$ cat config.mk
export PLATFORM = sky130hd
export DESIGN_NAME = nbit_frame_tx
export DESIGN_NICKNAME = d
export VERILOG_FILES = /design/src/rtl/nft_pkg.sv /design/src/rtl/nft_tick_gen.sv /design/src/rtl/nft_serializer.sv /design/src/rtl/nft_done_flag.sv /design/src/rtl/nbit_frame_tx.sv
export SDC_FILE = /design/constraint.sdc
export NUM_CORES = 1
export LEC_CHECK = 0
export ABC_AREA = 0
export BUFFER_PORTS_ARGS = -buffer_cell sky130_fd_sc_hd__buf_4
export CAP_MARGIN = 25
export CORE_ASPECT_RATIO = 0.9
export CORE_MARGIN = 3
export CORE_UTILIZATION = 31
export DETAILED_ROUTE_END_ITERATION = 8
export PLACE_DENSITY = 0.48
export SYNTH_ARGS = -nofsm -noshare
export SYNTH_HDL_FRONTEND = slang
export SYNTH_SLANG_ARGS = --single-unit
$ cat constraint.sdc
create_clock -name clk -period 1.77 [get_ports clk]
set_input_delay 0.2655 -clock clk [delete_from_list [all_inputs] [get_ports clk]]
set_output_delay 0.2655 -clock clk [all_outputs]
set_load 0.01 [all_outputs]
$ cat src/rtl/nft_pkg.sv
package nft_pkg;

    localparam int unsigned BYTE_W  = 8;
    localparam int unsigned SUB_W   = 4;
    localparam int unsigned SHIFT_W = BYTE_W + 2;
    localparam int unsigned LEFT_W  = $clog2(SHIFT_W + 1);

    typedef enum logic [1:0] {
        SER_IDLE,
        SER_WAIT,
        SER_SHIFT
    } ser_state_e;

    typedef struct packed {
        logic              ninth;
        logic [BYTE_W-1:0] data;
    } tx_word_t;

    // Bits that follow the start bit, LSB leaves first: data, ninth, stop.
    function automatic logic [SHIFT_W-1:0] frame_tail(input tx_word_t w);
        return {1'b1, w.ninth, w.data};
    endfunction

endpackage

$ cat src/rtl/nft_tick_gen.sv
module nft_tick_gen #(
    parameter int unsigned SUB_W = nft_pkg::SUB_W
) (
    input  logic clk,
    input  logic rst,
    input  logic fast,
    output logic roll
);
    logic             phase;
    logic             tick;
    logic [SUB_W-1:0] sub;

    assign tick = fast | phase;

    always_ff @(posedge clk) begin
        if (rst) begin
            phase <= 1'b0;
            sub   <= '0;
        end else begin
            phase <= ~phase;
            if (tick) begin
                sub <= sub + 1'b1;
            end
        end
    end

    assign roll = tick && (sub == {SUB_W{1'b1}});

endmodule

$ cat src/rtl/nft_serializer.sv
module nft_serializer
    import nft_pkg::*;
(
    input  logic     clk,
    input  logic     rst,
    input  logic     roll,
    input  logic     wr_en,
    input  tx_word_t wr_word,
    output logic     tx,
    output logic     busy,
    output logic     frame_end
);
    ser_state_e          state;
    tx_word_t            held;
    logic [SHIFT_W-1:0]  shreg;
    logic [LEFT_W-1:0]   left;

    assign busy      = (state != SER_IDLE);
    assign frame_end = (state == SER_SHIFT) && roll && (left == LEFT_W'(1));

    always_ff @(posedge clk) begin
        if (rst) begin
            state <= SER_IDLE;
            held  <= '0;
            shreg <= '1;
            left  <= '0;
            tx    <= 1'b1;
        end else begin
            unique case (state)
                SER_IDLE: begin
                    if (wr_en) begin
                        held  <= wr_word;
                        state <= SER_WAIT;
                    end
                end
                SER_WAIT: begin
                    if (roll) begin
                        tx    <= 1'b0;
                        shreg <= frame_tail(held);
                        left  <= LEFT_W'(SHIFT_W);
                        state <= SER_SHIFT;
                    end
                end
                SER_SHIFT: begin
                    if (roll) begin
                        tx    <= shreg[0];
                        shreg <= {1'b1, shreg[SHIFT_W-1:1]};
                        left  <= left - 1'b1;
                        if (left == LEFT_W'(1)) begin
                            state <= SER_IDLE;
                        end
                    end
                end
                default: state <= SER_IDLE;
            endcase
        end
    end

endmodule

$ cat src/rtl/nft_done_flag.sv
module nft_done_flag (
    input  logic clk,
    input  logic rst,
    input  logic set,
    input  logic clr,
    output logic flag
);
    always_ff @(posedge clk) begin
        if (rst) begin
            flag <= 1'b0;
        end else if (set) begin
            flag <= 1'b1;
        end else if (clr) begin
            flag <= 1'b0;
        end
    end
endmodule

$ cat src/rtl/nbit_frame_tx.sv
module nbit_frame_tx
    import nft_pkg::*;
(
    input  logic              clk,
    input  logic              rst,
    input  logic              fast_rate,
    input  logic              wr_en,
    input  logic [BYTE_W-1:0] wr_byte,
    input  logic              wr_ninth,
    input  logic              done_clr,
    output logic              tx_line,
    output logic              tx_done
);
    logic     roll;
    logic     busy;
    logic     frame_end;
    tx_word_t word_in;

    assign word_in = '{ninth: wr_ninth, data: wr_byte};

    nft_tick_gen #(.SUB_W(SUB_W)) u_tick (
        .clk  (clk),
        .rst  (rst),
        .fast (fast_rate),
        .roll (roll)
    );

    nft_serializer u_ser (
        .clk       (clk),
        .rst       (rst),
        .roll      (roll),
        .wr_en     (wr_en),
        .wr_word   (word_in),
        .tx        (tx_line),
        .busy      (busy),
        .frame_end (frame_end)
    );

    nft_done_flag u_done (
        .clk  (clk),
        .rst  (rst),
        .set  (frame_end),
        .clr  (done_clr),
        .flag (tx_done)
    );

endmodule

Word-level counts from Yosys, hierarchy flattened
Cells that the tools add are included.
{"block": "totals", "register_bits": 32, "latchBits": 0, "mem_bits_rw": 0, "romBits": 0, "inputBits": 14, "elab_cells": 46, "n_memories": 0}
{"block": "classes", "n_addsub": 2, "mul": 0, "n_div": 0, "magnitude_cmp": 0, "eq_ne": 8, "shift": 0, "mux": 16, "bitwise": 2, "reduce_logical": 9}
{"operator": "two-way mux 10 bit", "n": 2}
{"operator": "one-hot mux 10 bit (2 select lines)", "n": 1}
{"operator": "two-way mux 2 bit", "n": 4}
{"operator": "two-way mux 4 bit", "n": 2}
{"operator": "one-hot mux 4 bit (2 select lines)", "n": 1}
{"operator": "one-hot mux 2 bit (3 select lines)", "n": 1}
{"operator": "adder 4 x 1 -> 4 bit (second input constant)", "n": 1}
{"operator": "== test 4 x 1 -> 1 bit (second input constant)", "n": 1}
{"operator": "== test 4 bit (second input constant)", "n": 1}
{"operator": "two-way mux 1 bit", "n": 4}
{"operator": "inequality test 2 x 1 -> 1 bit (second input constant)", "n": 2}
{"operator": "inequality test 2 bit (second input constant)", "n": 2}
{"operator": "AND reduction 4 bit", "n": 1}
{"operator": "nonzero test 2 bit", "n": 2}
{"operator": "subtractor 4 x 1 -> 4 bit (second input constant)", "n": 1}
{"operator": "logical AND 1 bit", "n": 3}
{"operator": "AND reduction 3 bit", "n": 1}
{"operator": "== test 2 x 1 -> 1 bit (second input constant)", "n": 1}
{"operator": "== test 2 bit (second input constant)", "n": 1}
{"operator": "logical NOT 2 bit", "n": 1}
{"operator": "one-hot mux 1 bit (2 select lines)", "n": 1}
{"operator": "AND reduction 2 bit", "n": 1}
{"operator": "NOT 1 bit", "n": 1}
{"operator": "OR 1 bit", "n": 1}

Longest topological paths before layout
{"block": "depth", "word_depth": 5, "depth_mapped": 7, "mapped_depth_nobuf": 6}

Cells and area by module
Synthesis repeated with hierarchy kept, for this count alone.
{"block": "unflattened", "cells_unflattened": 164, "hier_area_um2": 1406.3}
{"module": "nft_serializer", "instances": 1, "cells_each": 140, "area_each_um2": 1172.4}
{"module": "nft_tick_gen", "instances": 1, "cells_each": 20, "area_each_um2": 195.2}
{"module": "nft_done_flag", "instances": 1, "cells_each": 4, "area_each_um2": 38.8}

Worst setup path after synthesis
Ideal clock, no wire load.
{"block": "synth_timing", "path_kind": "flip-flop to flip-flop", "startpoint": "reg u_ser.state[0]", "endpoint": "reg u_ser.shreg[0]", "arrival_ps": 1368, "required_time_ps": 1645, "path_slack_ps": 278, "path_stages_with_launch": 8, "period_less_slack_ps": 1492, "cell_sequence": "dfxtp_1 -> inv_1 -> ha_1 -> nor2_1 -> o21ai_1 -> buf_6 -> a221oi_1 -> nand2_1"}
{"block": "synth_between", "elab_chain_len": 3}
{"item": "start, declared", "line": "nft_serializer.sv:13", "source": "ser_state_e state;"}
{"item": "start signal, assigned", "line": "nft_serializer.sv:23", "source": "state <= SER_IDLE;"}
{"item": "start signal, assigned", "line": "nft_serializer.sv:33", "source": "state <= SER_WAIT;"}
{"item": "start signal, assigned", "line": "nft_serializer.sv:41", "source": "state <= SER_SHIFT;"}
{"item": "== test 2 bit or == test 2 x 1 -> 1 bit (tied branches)", "line": "nft_serializer.sv:29", "source": "unique case (state)"}
{"item": "inequality test 2 x 1 -> 1 bit (no line) or nonzero test 2 bit (tied branches)"}
{"item": "AND reduction 3 bit (no line)"}
{"item": "end signal, assigned", "line": "nft_serializer.sv:39", "source": "shreg <= frame_tail(held);"}
{"item": "end signal, assigned", "line": "nft_serializer.sv:47", "source": "shreg <= {1'b1, shreg[SHIFT_W-1:1]};"}
{"item": "end, declared", "line": "nft_serializer.sv:15", "source": "logic [SHIFT_W-1:0] shreg;"}
Several ways; a longest one is shown, not always the timed one.
A chain may end at the register's enable or synchronous reset.

Final worst setup path
{"block": "layout_timing", "startpoint": "reg u_ser.state[0]", "endpoint": "reg u_ser.shreg[2]"}
The elaborated chain is that of the path after synthesis.

==> impl_metrics.csv <==
group,metric,value,unit
cells_and_area,antennaDiodeCount,0,
setup_path,r2r_end,"u_ser.shreg[2]$_SDFFE_PP1P_",
sta,maxSlewHeadroom,68.8,%
floorplan,die_w,76.0,um
synthesis,syn_nets,176,
drt,wl_per_cell,12.1,um
setup_path,path_class,"register to register",
cells_and_area,final_common_cell,"dfxtp_1",
floorplan,dieArea,0.00525,sq mm
drt,drc,0,
cts,cts_buffers,5,
global_route,grt_use_total,11.6,%
min_path,min_path_type,"primary input to register",
global_route,grt_pass1_vias,1082,
setup_path,crit_path_max_fanout,11,
power,leakage,0.615,nW
setup_path,r2r-start,"u_ser.state[0]$_SDFFE_PP0P_",
sta,finalHoldViolCount,0,
setup_path,worst-path-buf-inv,1,
setup_path,cp-startpoint,"u_ser.state[0]$_SDFFE_PP0P_",
cts,cts-htree-levels,2,
global_route,use_met3,3.92,%
cells_and_area,final_layout_size_suffix_gt1_share,18.3,%
placement,gp_congestion,0.718,
cts,post_cts_buffers,0,
cts,tritoncts,"yes",
placement,port_buffers,15,
setup_path,endpoint_kind,"register",
synthesis,ys_seq_area_share,45.3,%
setup_path,slowest_stage,"dfxtp_1",
cells_and_area,n_fill_cell,438,
sta,fmax,629,MHz
sta,setup-violations-final,0,
power,power_density,1390,mW/mm^2
synthesis,synth_top_area_share,45.3,%
drt,dr.first_iter.drc_count,34,
global_route,busiest_layer,"met2",
setup_path,slowest_delay,0.37,ns
synthesis,netlist-cell-type-count,29,
cts,clk-insertion-delay-late,0.28,ns
drt,routed_via_density,4.89,
cts,clk_pin_slew,0.06,ns
synthesis,syn_area_per_cell,8.83,sq um
setup_path,crit_cells,6,
synthesis,yosys_register_bits,31,
cts,clockRootBuffer,"clkbuf_8",
floorplan,core,0.00416,sq mm
setup_path,path_delay_family,"compound AO/OA/AOI/OAI gates",
global_route,grt_pass1_wl,4930,um
floorplan,row_count,22,
setup_path,startpoint_type,"register",
drt,vias,1150,
synthesis,synthCells,155,
setup_path,rr_worst_depth,6,
setup_path,cp.arrival,1.74,ns
setup_path,r2r_setup_slack,0.18,ns
cells_and_area,layout.nets,195,
setup_path,worstSetupEndpoint,"u_ser.shreg[2]$_SDFFE_PP1P_",
min_path,hp-start,"wr_byte[4]",
global_route,antenna_found_initial,0,
drt,first_pass_iters,4,
setup_path,required,1.93,ns
sta,fin_setup_tns,0,ns
cells_and_area,finalInstanceArea,0.00163,sq mm
cells_and_area,multiInputGateArea,684,sq um
floorplan,die_y,69.0,um
cts,cts_sinks,31,
power,ir_worst_vdd,491,uV
placement,place_hpwl,2060,um
floorplan,initial_utilization,32.9,%
cells_and_area,regArea,621,sq um
cts,cts_buffer_depth,2,
global_route,grt_overflow,0,
global_route,use_met1,15.9,%
placement,post_dp_cell_area,0.00155,sq mm
sta,worst_pin_slew,0.469,ns
sta,slew_violations,0,
global_route,grt_max_degree,34,
synthesis,synth_area_leader_cell,"dfxtp_1",
floorplan,pin_count,16,
drt,postRouteWirelength,2850,um
synthesis,synth.area.top_cells,"dfxtp_1, nand2_1, ha_1",
flow_run,drv_cap,0,
sta,clock_skew,0.00318,ns
cells_and_area,final_cell_mix,"dfxtp_1, nand2_1, buf_4",
sta,period_share,89.8,%
drt,ant_nets,0,
outcome,status,"finished, final reports clean",
global_route,met2_usage,16.9,%
synthesis,synth_warnings,0,
cells_and_area,syn_to_final_growth,19.1,%
setup_path,crit_chain,"inv_1 > ha_1 > nor2_1 > o21ai_2 > a221oi_1 > nand2_1",
sta,finalCriticalPeriod,1.59,ns
synthesis,synth_area,0.00137,sq mm
sta,rsz0062_at_grt,"false",
## stage by stage
stage,hold slack (ns),setup slack (ns),util [%],instances,power (mW)
final,0.248,0.180,39.2,235,2.26
after global routing,0.259,0.0164,39.2,235,2.43
after CTS,0.243,0.0614,39.1,235,2.28
after detailed placement,0.447,0.0614,37.2,227,1.75
after global placement,0.444,0.132,37.2,227,1.72
after floorplan,0.413,0.278,-,155,1.54
## report_power, final
| group | switching, mW | internal (mW) |
|---|---|---|
| clock network | 0.244 | 0.275 |
| registers | 0.109 | 0.893 |
| logic | 0.407 | 0.330 |
## kinds of logic after synthesis
group | count (synthesis) | share of synthesized area [%]
compound gates | 39 | 20.8
xor+xnor | 2 | 1.28
fa+ha+maj | 7 | 6.40
buf+inv | 14 | 4.94
flops | 31 | 45.3
simple gates | 62 | 21.3
## what timing repair did
action	CTS	global route
endpoints found under the setup margin	0	11
resized for setup	0	1
hold buffers	0	0
## final cells by class
class	count	area share [%]
well taps	60	4.60
flip-flops and latches	31	38.1
repair buffers	19	8.75
clock inverters	1	0.307
clock buffers	7	4.68
inverters	7	1.61
multi-input cells	110	42.0
## worst reg2reg max path, delay by kind of cell (launching register included)
family	cells	cell delay (ns)
flops	1	0.37
fa+ha+maj	1	0.22
buf+inv	1	0.10
compound gates	2	0.52
simple gates	2	0.26
## cell usage after synthesis
| cell | instances |
|---|---|
| a211oi_1 | 1 |
| a211oi_2 | 1 |
| a21oi_1 | 14 |
| a221o_2 | 1 |
| a221oi_1 | 9 |
| a311oi_1 | 2 |
| a32oi_1 | 3 |
| and2_4 | 1 |
| and3_4 | 1 |
| buf_6 | 2 |
| clkbuf_1 | 5 |
| dfxtp_1 | 31 |
| ha_1 | 7 |
| inv_1 | 7 |
| nand2_1 | 29 |
| nand2b_1 | 2 |
| nand3_1 | 12 |
| nor2_1 | 8 |
| nor2b_1 | 1 |
| nor3_1 | 2 |
| nor3b_1 | 3 |
| o2111a_2 | 1 |
| o2111ai_2 | 1 |
| o21a_1 | 1 |
| o21ai_0 | 4 |
| o21ai_1 | 1 |
| or3_1 | 1 |
| or4_1 | 2 |
| xor2_1 | 2 |
## flip-flops by register name, indices dropped and copies added (netlist names)
name,cells
u_ser.held,9
u_ser.shreg,9
u_ser.left,4
u_tick.sub,4
u_ser.state,2
u_done.flag,1
u_ser.tx,1
u_tick.phase,1
## worst min path at each step
stage                                        endpoint  slack, ns  cells after the start
after global placement    u_ser.shreg[6]$_SDFFE_PP1P_       0.44                      2
after CTS                  u_ser.held[1]$_SDFFE_PP0P_       0.24                      3
after floorplan            u_ser.held[0]$_SDFFE_PP0P_       0.41                      2
after global routing       u_ser.held[5]$_SDFFE_PP0P_       0.26                      3
after detailed placement  u_ser.shreg[7]$_SDFFE_PP1P_       0.45                      2
final                      u_ser.held[4]$_SDFFE_PP0P_       0.25                      3
## per-layer routing
metal | routed length, um | up-vias | part of all wire [%]
li1 | - | 597 | -
met1 | 1500 | 533 | 53
met2 | 1200 | 16 | 42
met3 | 114 | 4 | 4.0
met4 | 34 | 0 | 1.2
met5 | 0 | - | 0
Power figures use the tool's default switching activity.
